## config.mk

```make
export PLATFORM = sky130hd
export DESIGN_NAME = cap_reload_timer
export DESIGN_NICKNAME = d
export VERILOG_FILES = /design/src/rtl/crt_pkg.sv /design/src/rtl/crt_fall_sync.sv /design/src/rtl/crt_count_core.sv /design/src/rtl/crt_ctrl_reg.sv /design/src/rtl/cap_reload_timer.sv
export SDC_FILE = /design/constraint.sdc
export NUM_CORES = 1
export LEC_CHECK = 0
export BUFFER_PORTS_ARGS = -buffer_cell sky130_fd_sc_hd__buf_2
export CAP_MARGIN = 5
export CORE_UTILIZATION = 64
export CTS_CLUSTER_SIZE = 40
export DETAILED_ROUTE_END_ITERATION = 16
export GPL_ROUTABILITY_DRIVEN = 0
export PLACE_DENSITY = 0.85
export SLEW_MARGIN = 25
export SYNTH_ARGS = -nofsm -noshare
export SYNTH_HDL_FRONTEND = slang
export SYNTH_HIERARCHICAL = 1
export SYNTH_SLANG_ARGS = --single-unit
```

## constraint.sdc

```tcl
create_clock -name clk -period 8.1 [get_ports clk]
set_clock_uncertainty 0.05 [all_clocks]
set_input_delay 2.43 -clock clk [delete_from_list [all_inputs] [get_ports clk]]
set_output_delay 2.43 -clock clk [all_outputs]
set_load 0.02 [all_outputs]
```

## src/rtl/crt_pkg.sv

```systemverilog
// Package: shared constants and control-register layout for the
// capture/auto-reload timer. Assumes an 8-bit register port.
package crt_pkg;
    localparam int BYTE_W = 8;

    // Control register bit positions (software decodes these)
    localparam int B_OVF  = 7;
    localparam int B_EXT  = 6;
    localparam int B_RXS  = 5;
    localparam int B_TXS  = 4;
    localparam int B_TEN  = 3;
    localparam int B_RUN  = 2;
    localparam int B_SRC  = 1;
    localparam int B_CAP  = 0;

    typedef struct packed {
        logic ovf;      // overflow flag
        logic ext;      // trigger flag
        logic rx_sel;   // receive tick select
        logic tx_sel;   // transmit tick select
        logic trg_en;   // trigger enable
        logic run;      // run control
        logic src_pin;  // 1: count pin edges, 0: sys_tick
        logic cap_sel;  // 1: capture, 0: auto-reload
    } ctrl_t;
endpackage

```

## src/rtl/crt_fall_sync.sv

```systemverilog
// Module: crt_fall_sync
// Synchronizes one asynchronous pin through STAGES flops and flags a
// falling edge by comparing the last synchronized sample with the one
// before. Assumes the pin idles high; the chain resets to all ones so
// no false edge appears after reset.
module crt_fall_sync #(
    parameter int STAGES = 2
) (
    input  logic clk,
    input  logic rst_n,
    input  logic pin,
    output logic fall
);
    logic [STAGES:0] chain_q;

    // Shift the pin through the synchronizer and one history stage
    always_ff @(posedge clk) begin
        if (!rst_n) chain_q <= '1;
        else        chain_q <= {chain_q[STAGES-1:0], pin};
    end

    // Falling edge: previous sample high, current synchronized sample low
    always_comb fall = chain_q[STAGES] & ~chain_q[STAGES-1];
endmodule

```

## src/rtl/crt_count_core.sv

```systemverilog
// Module: crt_count_core
// Holds the up-counter and the reload/capture register. A software
// byte write to the counter beats a reload or increment in the same
// cycle; a capture beats a software write to the reload register.
// Assumes the caller decides when reload and capture happen.
module crt_count_core #(
    parameter int CNT_W = 16,
    localparam int NB   = CNT_W / crt_pkg::BYTE_W
) (
    input  logic                      clk,
    input  logic                      rst_n,
    input  logic                      inc,
    input  logic                      do_reload,
    input  logic                      do_capture,
    input  logic [NB-1:0]             cnt_we,
    input  logic [NB-1:0]             rld_we,
    input  logic [crt_pkg::BYTE_W-1:0] wdata,
    output logic [CNT_W-1:0]          cnt_q,
    output logic [CNT_W-1:0]          rld_q,
    output logic                      wrap
);
    localparam int BW = crt_pkg::BYTE_W;

    logic [CNT_W-1:0] cnt_nxt;
    logic [CNT_W-1:0] rld_nxt;

    // Wrap happens when an increment meets an all-ones count
    always_comb wrap = inc & (&cnt_q);

    // Counter next state: reload, else increment, then byte writes
    always_comb begin
        cnt_nxt = cnt_q;
        if (do_reload)  cnt_nxt = rld_q;
        else if (inc)   cnt_nxt = cnt_q + 1'b1;
        for (int i = 0; i < NB; i++) begin
            if (cnt_we[i]) cnt_nxt[i*BW +: BW] = wdata;
        end
    end

    // Reload register next state: byte writes, then capture overrides
    always_comb begin
        rld_nxt = rld_q;
        for (int i = 0; i < NB; i++) begin
            if (rld_we[i]) rld_nxt[i*BW +: BW] = wdata;
        end
        if (do_capture) rld_nxt = cnt_q;
    end

    // Register both values
    always_ff @(posedge clk) begin
        if (!rst_n) begin
            cnt_q <= '0;
            rld_q <= '0;
        end else begin
            cnt_q <= cnt_nxt;
            rld_q <= rld_nxt;
        end
    end
endmodule

```

## src/rtl/crt_ctrl_reg.sv

```systemverilog
// Module: crt_ctrl_reg
// Control/status register. Software writes load all eight bits; the
// two flag bits are then forced to 1 by a hardware set in the same
// cycle, so hardware wins over a clearing write.
module crt_ctrl_reg (
    input  logic                       clk,
    input  logic                       rst_n,
    input  logic                       wr,
    input  logic [crt_pkg::BYTE_W-1:0] wdata,
    input  logic                       ovf_set,
    input  logic                       ext_set,
    output crt_pkg::ctrl_t             ctrl_q
);
    // Load on write; hardware flag sets take priority
    always_ff @(posedge clk) begin
        if (!rst_n) begin
            ctrl_q <= '0;
        end else begin
            if (wr)      ctrl_q     <= crt_pkg::ctrl_t'(wdata);
            if (ovf_set) ctrl_q.ovf <= 1'b1;
            if (ext_set) ctrl_q.ext <= 1'b1;
        end
    end
endmodule

```

## src/rtl/cap_reload_timer.sv

```systemverilog
// Module: cap_reload_timer (top)
// 16-bit capture / auto-reload timer with baud tick outputs. Decodes
// the register port, synchronizes the pins, decides reload, capture
// and flag events and produces registered baud tick pulses.
// Assumes pins are asynchronous and idle high; reads are combinational.
module cap_reload_timer #(
    parameter int CNT_W       = 16,
    parameter int SYNC_STAGES = 2,
    localparam int NB         = CNT_W / crt_pkg::BYTE_W,
    localparam int ADDR_W     = $clog2(2 * NB + 1)
) (
    input  logic                       clk,
    input  logic                       rst_n,
    input  logic                       reg_wr,
    input  logic [ADDR_W-1:0]          reg_addr,
    input  logic [crt_pkg::BYTE_W-1:0] reg_wdata,
    output logic [crt_pkg::BYTE_W-1:0] reg_rdata,
    input  logic                       sys_tick,
    input  logic                       cnt_pin,
    input  logic                       trig_pin,
    output logic                       irq,
    output logic                       tx_tick,
    output logic                       rx_tick
);
    import crt_pkg::*;

    localparam int BW = BYTE_W;

    ctrl_t            ctrl_q;
    logic [CNT_W-1:0] cnt_q;
    logic [CNT_W-1:0] rld_q;
    logic             wrap;
    logic [1:0]       pins;
    logic [1:0]       falls;
    logic             cnt_fall;
    logic             trig_fall;
    logic             baud;
    logic             inc;
    logic             rld_evt;
    logic             cap_evt;
    logic             ovf_set;
    logic             ext_set;
    logic             wr_ctrl;
    logic [NB-1:0]    cnt_we;
    logic [NB-1:0]    rld_we;
    logic             wr_cnt;

    // Pin vector: index 0 count pin, index 1 trigger pin
    always_comb pins = {trig_pin, cnt_pin};

    // One synchronizer and edge detector per external pin
    for (genvar p = 0; p < 2; p++) begin : g_pin
        crt_fall_sync #(.STAGES(SYNC_STAGES)) u_sync (
            .clk  (clk),
            .rst_n(rst_n),
            .pin  (pins[p]),
            .fall (falls[p])
        );
    end

    always_comb cnt_fall  = falls[0];
    always_comb trig_fall = falls[1];

    // Address decode for register writes
    always_comb begin
        wr_ctrl = reg_wr && (reg_addr == ADDR_W'(0));
        for (int i = 0; i < NB; i++) begin
            cnt_we[i] = reg_wr && (reg_addr == ADDR_W'(1 + i));
            rld_we[i] = reg_wr && (reg_addr == ADDR_W'(1 + NB + i));
        end
        wr_cnt = |cnt_we;
    end

    // Event decisions: increment source, reload, capture, flag sets
    always_comb begin
        baud    = ctrl_q.rx_sel | ctrl_q.tx_sel;
        inc     = ctrl_q.run & (ctrl_q.src_pin ? cnt_fall : sys_tick);
        rld_evt = (wrap & (baud | ~ctrl_q.cap_sel))
                | (~baud & ctrl_q.trg_en & ~ctrl_q.cap_sel & trig_fall);
        cap_evt = ~baud & ctrl_q.trg_en & ctrl_q.cap_sel & trig_fall;
        ovf_set = wrap & ~baud;
        ext_set = ~baud & ctrl_q.trg_en & trig_fall;
    end

    crt_count_core #(.CNT_W(CNT_W)) u_core (
        .clk       (clk),
        .rst_n     (rst_n),
        .inc       (inc),
        .do_reload (rld_evt),
        .do_capture(cap_evt),
        .cnt_we    (cnt_we),
        .rld_we    (rld_we),
        .wdata     (reg_wdata),
        .cnt_q     (cnt_q),
        .rld_q     (rld_q),
        .wrap      (wrap)
    );

    crt_ctrl_reg u_ctrl (
        .clk    (clk),
        .rst_n  (rst_n),
        .wr     (wr_ctrl),
        .wdata  (reg_wdata),
        .ovf_set(ovf_set),
        .ext_set(ext_set),
        .ctrl_q (ctrl_q)
    );

    // Registered one-cycle baud tick pulses on each wrap
    always_ff @(posedge clk) begin
        if (!rst_n) begin
            tx_tick <= 1'b0;
            rx_tick <= 1'b0;
        end else begin
            tx_tick <= wrap & ctrl_q.tx_sel;
            rx_tick <= wrap & ctrl_q.rx_sel;
        end
    end

    // Interrupt request from either flag
    always_comb irq = ctrl_q.ovf | ctrl_q.ext;

    // Combinational read mux over the register map
    always_comb begin
        reg_rdata = '0;
        if (reg_addr == ADDR_W'(0)) reg_rdata = ctrl_q;
        for (int i = 0; i < NB; i++) begin
            if (reg_addr == ADDR_W'(1 + i))      reg_rdata = cnt_q[i*BW +: BW];
            if (reg_addr == ADDR_W'(1 + NB + i)) reg_rdata = rld_q[i*BW +: BW];
        end
    end
endmodule

```

# [Word-level counts from Yosys, hierarchy flattened]
# Cells that the tools add are included.
# W data, S select, Z words.
[totals] elab_cells=72 output_inout_bits=11 input_bits=17 register_bits=48
[classes] eq_ne=4 bitwise_logic=22 n_addsub=1 reduce_logical=13 mux=16
[ops] operator="$mux W8" n=10
[ops] operator="$mux W16" n=3
[ops] operator="$add A16 B1 Y16 const B" n=1
[ops] operator="$reduce_and A16 Y1" n=1
[ops] operator="$and A1 B1 Y1" n=14
[ops] operator="$reduce_bool A2 Y1" n=4
[ops] operator="$eq A3 B2 Y1 const B" n=2
[ops] operator="$reduce_bool A3 Y1" n=2
[ops] operator="$logic_and A1 B1 Y1" n=5
[ops] operator="$not A1 Y1" n=4
[ops] operator="$or A1 B1 Y1" n=4
[ops] operator="$eq A3 B1 Y1 const B" n=1
[ops] operator="$eq A3 B3 Y1 const B" n=1
[ops] operator="$logic_not A3 Y1" n=1
[ops] operator="$mux W1" n=3

# [Longest topological paths before layout]
[depth] depth_word=9 mapped_depth=13 ltp_nobuf=9

# [Cells and area by module]
# Netlist, hierarchy kept.
[by_module_without_submodules] module="crt_count_core" area_per_inst_um2=1909.3 seq_area_each_um2=640.6 instances=1 cells_per_inst=240
[by_module_without_submodules] module="cap_reload_timer" area_per_inst_um2=533.0 seq_area_each_um2=40.0 instances=1 cells_per_inst=71
[by_module_without_submodules] module="crt_ctrl_reg" area_per_inst_um2=314.1 seq_area_each_um2=160.2 instances=1 cells_per_inst=25
[by_module_without_submodules] module="crt_fall_sync" area_per_inst_um2=85.1 seq_area_each_um2=60.1 instances=2 cells_per_inst=7

# [Worst setup path after synthesis]
# Ideal clock, no wire load.
[synth_timing] path_kind="input -> output" startpoint="in reg_addr[0]" endpoint="out reg_rdata[2] in the netlist's numbering" slack_ns=2.290 stages=4 path_buffers=1 t_required_ns=5.620 arrival_ns=3.330 path_cell_list="buf_6 mux2_4 a222oi_1 nand2_1"
[synth_between] elab_chain_len=6 word_cells_on_any_way=10 classes_between="eq/ne (4); mux (5); reduce/logical (1)"
[synth_lines] item="start: declaration" line="cap_reload_timer.sv:15" text="input logic [ADDR_W-1:0] reg_addr,"
[synth_lines] item="$logic_not A3 Y1" line="cap_reload_timer.sv:126" text="if (reg_addr == ADDR_W'(0)) reg_rdata = ctrl_q;"
[synth_lines] item="$mux W8" line="cap_reload_timer.sv:126"
[synth_lines] item="$mux W8" line="cap_reload_timer.sv:128" text="if (reg_addr == ADDR_W'(1 + i)) reg_rdata = cnt_q[i*BW +: BW];"
[synth_lines] item="$mux W8" line="cap_reload_timer.sv:129" text="if (reg_addr == ADDR_W'(1 + NB + i)) reg_rdata = rld_q[i*BW +: BW];"
[synth_lines] item="$mux W8" line="cap_reload_timer.sv:128"
[synth_lines] item="$mux W8 *" line="cap_reload_timer.sv:129"
[synth_lines] item="end: declaration" line="cap_reload_timer.sv:17" text="output logic [crt_pkg::BYTE_W-1:0] reg_rdata,"
# Mark *: on every way between the ends. The rest lies on a longest branch, timed or not.

# [Worst setup path in the final report]
# Same ends and word-level chain as after synthesis.

==> flow_summary.html <==
<table>
<tr><th>Metric</th><th>Value</th></tr>
<tr><th colspan="2">Status</th></tr>
<tr><td>Status</td><td>finished, final reports clean</td></tr>
<tr><th colspan="2">Layout</th></tr>
<tr><td>Footprint of the flip-flops and latches</td><td>961 um2</td></tr>
<tr><td>Fill count</td><td>345</td></tr>
<tr><td>Area growth from synthesis to final layout</td><td>7.82%</td></tr>
<tr><td>Area of the multi-input gates</td><td>1830 um2</td></tr>
<tr><td>Commonest non-fill, non-tap cell in the layout</td><td>dfxtp_1</td></tr>
<tr><td>Final cell count without fillers</td><td>417</td></tr>
<tr><td>Nets</td><td>382</td></tr>
<tr><td>Leading cell types in the layout, fill and taps excluded</td><td>48 x dfxtp_1, 43 x nand2_1, 35 x o21ai_0</td></tr>
<tr><td>Share of final-layout standard cells stronger than drive strength 1</td><td>15.6%</td></tr>
<tr><td>N_diodes</td><td>0</td></tr>
<tr><th colspan="2">Pwr</th></tr>
<tr><td>Part of the total power dissipated in combinational logic</td><td>9.8%</td></tr>
<tr><td>Design internal power</td><td>353 uW</td></tr>
<tr><td>Net switching share of the total power</td><td>25.5%</td></tr>
<tr><td>Net switching power</td><td>121 uW</td></tr>
<tr><td>Highest ir drop seen on vdd</td><td>0.104 mV</td></tr>
<tr><td>Power density normalized to cell area</td><td>150 nW/um2</td></tr>
<tr><td>Flop pwr share</td><td>52.1%</td></tr>
<tr><td>Share of power burned in the clock network</td><td>38.1%</td></tr>
<tr><td>LEAKAGE</td><td>1.20 nW</td></tr>
<tr><td>Overall power of the completed layout</td><td>474 uW</td></tr>
<tr><th colspan="2">STA</th></tr>
<tr><td>Final worst path period need</td><td>6270 ps</td></tr>
<tr><td>Final setup fails</td><td>0</td></tr>
<tr><td>Actual transition at the worst max-transition pin</td><td>969 ps</td></tr>
<tr><td>Total count of hold-check failures in the final report</td><td>0</td></tr>
<tr><td>Worst-case hold slack</td><td>367 ps</td></tr>
<tr><td>Total negative slack</td><td>0 ps</td></tr>
<tr><td>Final slew viol count</td><td>0</td></tr>
<tr><td>Final period utilization</td><td>77.4%</td></tr>
<tr><td>F_max</td><td>159 MHz</td></tr>
<tr><td>Final WS setup</td><td>1830 ps</td></tr>
<tr><td>Max-Slew Margin vs Limit</td><td>35.4%</td></tr>
<tr><td>Setup repair after global routing missed its margin</td><td>false</td></tr>
<tr><th colspan="2">Synthesis</th></tr>
<tr><td>Cells after synthesis</td><td>350</td></tr>
<tr><td>Simple-Gate Fraction of Synth Area</td><td>28.3%</td></tr>
<tr><td>Area fraction in compound gates after synthesis</td><td>16.5%</td></tr>
<tr><td>Per-instance average area after synthesis</td><td>8.36 um2</td></tr>
<tr><td>Synth Area in Adders</td><td>0.428%</td></tr>
<tr><td>Primary FF master, synth</td><td>dfxtp_1</td></tr>
<tr><td>Dominant combinational cell family by area after synthesis</td><td>simple AND/OR/NAND/NOR gates</td></tr>
<tr><td>Area share of xor/xnor cells in the synthesized design</td><td>1.50%</td></tr>
<tr><td>Count of distinct cell types in the synthesized netlist</td><td>51</td></tr>
<tr><td>Portion of netlist area occupied by mux cells</td><td>15.5%</td></tr>
<tr><td>Yosys warning count</td><td>6</td></tr>
<tr><td>Synth Register Bits</td><td>48</td></tr>
<tr><td>Net Count, Synth</td><td>368</td></tr>
<tr><td>Cell area after synthesis</td><td>2930 um2</td></tr>
<tr><td>Fraction of the yosys area taken by sequential cells</td><td>32.8%</td></tr>
<tr><td>Share of flip-flops with an asynchronous set or reset</td><td>0%</td></tr>
<tr><td>Number of enable-type register cells in the synthesized netlist</td><td>0</td></tr>
<tr><th colspan="2">Die</th></tr>
<tr><td>Chip Height</td><td>69.6 um</td></tr>
<tr><td>Number of ports placed on the die boundary</td><td>28</td></tr>
<tr><td>Effective utilization at floorplan</td><td>66.8%</td></tr>
<tr><td>Floorplan die area</td><td>4850 um2</td></tr>
<tr><td>X dimension of the die</td><td>69.6 um</td></tr>
<tr><td>Standard cell core area</td><td>4380 um2</td></tr>
<tr><td>Number of placement rows</td><td>24</td></tr>
<tr><th colspan="2">Worst hold path</th></tr>
<tr><td>Hold path endpoint</td><td>g_pin[1].u_sync/chain_q[1]$_SDFF_PN1_</td></tr>
<tr><td>Classification of the worst-slack hold path</td><td>register to register</td></tr>
<tr><td>WHS Path Cells</td><td>1</td></tr>
<tr><td>Hold_sp</td><td>g_pin[1].u_sync/chain_q[0]$_SDFF_PN1_</td></tr>
<tr><th colspan="2">Placed design</th></tr>
<tr><td>DP Cell Count</td><td>409</td></tr>
<tr><td>Count of input and output buffers</td><td>27</td></tr>
<tr><td>Setup WS pre-CTS</td><td>1870 ps</td></tr>
<tr><td>Post-DP HPWL</td><td>5090 um</td></tr>
<tr><th colspan="2">Detailed routing</th></tr>
<tr><td>Number of DRC violations after detailed-routing iteration 0</td><td>350</td></tr>
<tr><td>Vias post-DR</td><td>2681</td></tr>
<tr><td>1st-pass router iterations</td><td>5</td></tr>
<tr><td>Final wirelength</td><td>7500 um</td></tr>
<tr><td>Vias per Instance</td><td>6.43</td></tr>
<tr><td>Routed WL per cell</td><td>18.0 um</td></tr>
<tr><td>DRC violations left</td><td>0</td></tr>
<tr><td>Antenna-violating nets left</td><td>0</td></tr>
<tr><th colspan="2">Clocking</th></tr>
<tr><td>Post-CTS resize count</td><td>0</td></tr>
<tr><td>CTS hold repair buffers</td><td>0</td></tr>
<tr><td>Clock buffer count from CTS</td><td>5</td></tr>
<tr><td>Buffer cell driving the clock tree root</td><td>clkbuf_8</td></tr>
<tr><td>Maximum clock path buffer count</td><td>2</td></tr>
<tr><td># H-tree levels</td><td>2</td></tr>
<tr><td># clock sinks</td><td>48</td></tr>
<tr><td>TritonCTS clock tree</td><td>built</td></tr>
<tr><td>Clock transition time at the flip-flop clock pins of the worst setup and hold paths</td><td>100 ps</td></tr>
<tr><td>Insertion delay of the later-clocked pin in the worst-skew pair</td><td>310 ps</td></tr>
<tr><td>Number of buffers inserted by post-CTS setup repair</td><td>0</td></tr>
<tr><th colspan="2">Setup path</th></tr>
<tr><td>Largest fanout on the critical path</td><td>25</td></tr>
<tr><td>Crit start category</td><td>input port</td></tr>
<tr><td>Delay of the slowest critical-path stage</td><td>420 ps</td></tr>
<tr><td>Data required time of the critical path</td><td>5620 ps</td></tr>
<tr><td>R2r endpoint</td><td>u_core/cnt_q[12]$_SDFFE_PN0P_</td></tr>
<tr><td>Cell-by-cell listing of the critical path</td><td>buf_2 &gt; mux2_4 &gt; a222oi_1 &gt; nand2_1 &gt; buf_2</td></tr>
<tr><td>Cell repeated most along the worst path</td><td>buf_2</td></tr>
<tr><td>Critical Path Sink Type</td><td>primary output</td></tr>
<tr><td>Worst setup path class</td><td>input port to primary output</td></tr>
<tr><td>Worst Reg-to-Reg Cells</td><td>9</td></tr>
<tr><td>Critical Path AT</td><td>3790 ps</td></tr>
<tr><td>Launch point of the worst reg-to-reg path</td><td>u_core/cnt_q[2]$_SDFFE_PN0P_</td></tr>
<tr><td>Crit path max-delay cell type</td><td>buf_2</td></tr>
<tr><td>Setup slack of the most critical reg-to-reg path</td><td>4700 ps</td></tr>
<tr><th colspan="2">GRT</th></tr>
<tr><td>Vias in the first global route</td><td>2420</td></tr>
<tr><td>Maximum number of pins on one net before global-route repair</td><td>47</td></tr>
<tr><td>Overflow left after global routing</td><td>0</td></tr>
<tr><td>Total global routing track utilization</td><td>31.4%</td></tr>
<tr><td>Wire length of the first global-routing pass</td><td>12000 um</td></tr>
<tr><td>Initial antenna violation count</td><td>0</td></tr>
<tr><th colspan="2">Job</th></tr>
<tr><td>Max-capacitance violation count</td><td>0</td></tr>
</table>
-- sequential cells by signal (all words and copies together) (netlist names) --
register	count
u_ctrl/ctrl_q	8
u_core/rld_q	16
rx_tick	1
tx_tick	1
u_core/cnt_q	16
g_pin.u_sync/chain_q	6
-- area by class of cell --
| class | instances | area share (%) |
|---|---|---|
| Multi-Input combinational cell | 274 | 58.1 |
| Sequential cell | 48 | 30.5 |
| Timing Repair Buffer | 31 | 5.23 |
| Clock buffer | 5 | 2.18 |
| Tap cell | 52 | 2.06 |
| Clock inverter | 3 | 1.47 |
| Inverter | 4 | 0.476 |
-- worst max path at each step --
| stage | from | endpoint |
|---|---|---|
| 5_1_grt | reg_addr[0] | reg_rdata[2] |
| 4_1_cts | reg_addr[0] | reg_rdata[2] |
| 2_1_floorplan | reg_addr[0] | reg_rdata[2] |
| 3_3_place_gp | reg_addr[0] | reg_rdata[7] |
| 6_report | reg_addr[0] | reg_rdata[2] |
| 3_5_place_dp | reg_addr[0] | reg_rdata[2] |
-- power by group through the flow --
stage          combinational (mW)  clock, mW  sequential (mW)
6_report                   0.0465      0.181            0.247
5_1_grt                    0.0502      0.192            0.248
4_1_cts                    0.0452      0.182            0.247
3_5_place_dp               0.0451          0            0.252
3_3_place_gp               0.0433          0            0.252
2_1_floorplan              0.0315          0            0.250
-- kinds of logic after synthesis --
family,after synthesis
adder cells (fa/ha/maj),1
AO/OA/AOI/OAI,72
buffers and inverters,28
flip-flops,48
XOR/XNOR,5
multiplexers,43
AND/OR/NAND/NOR,153
-- per-layer routing --
metal  vias up  GRT usage [%]  routed length [um]
li1       1284              -                   -
met1      1226           44.6                3310
met2       154           47.1                3360
met3        17           6.54                 647
met4         0           11.3                 179
met5         -              0                   0
-- critical path, delay by kind of cell --
family	cells	cell delay, ps
buffers and inverters	2	580
AOI/OAI and AO/OA	1	330
and+or+nand+nor	1	90
muxes	1	350
-- cells in the mapped netlist, types with 3 or more instances --
cell type / count / area share, %
nand3_1: 11 / 1.9
nor2b_1: 17 / 3.6
xnor2_1: 4 / 1.2
nand4_1: 4 / 0.85
nor3b_1: 3 / 0.77
and2_1: 20 / 4.3
and4_1: 3 / 0.90
nor2_1: 11 / 1.4
o21a_1: 7 / 1.8
nand2_1: 43 / 5.5
buf_6: 5 / 1.9
inv_1: 4 / 0.51
o21ai_0: 35 / 6.0
nor4_1: 3 / 0.64
nand3b_1: 3 / 0.77
a222oi_1: 4 / 1.4
and3_1: 4 / 0.85
nor3_1: 10 / 1.7
dfxtp_1: 48 / 33
mux2_2: 6 / 2.3
or3_1: 5 / 1.1
mux2i_1: 34 / 12
clkbuf_1: 16 / 2.1
a32o_1: 5 / 1.7
nand2b_1: 10 / 2.1
mux2_4: 3 / 1.5
a21oi_1: 3 / 0.51
-- per-stage QoR --
step / util [%] / area [um2]
2_1_floorplan: - / 2930
4_1_cts: 71.8 / 3150
3_3_place_gp: 69.2 / 3030
6_report: 72.0 / 3160
3_5_place_dp: 69.2 / 3030
5_1_grt: 72.0 / 3160
Power figures use the tool's default switching activity.
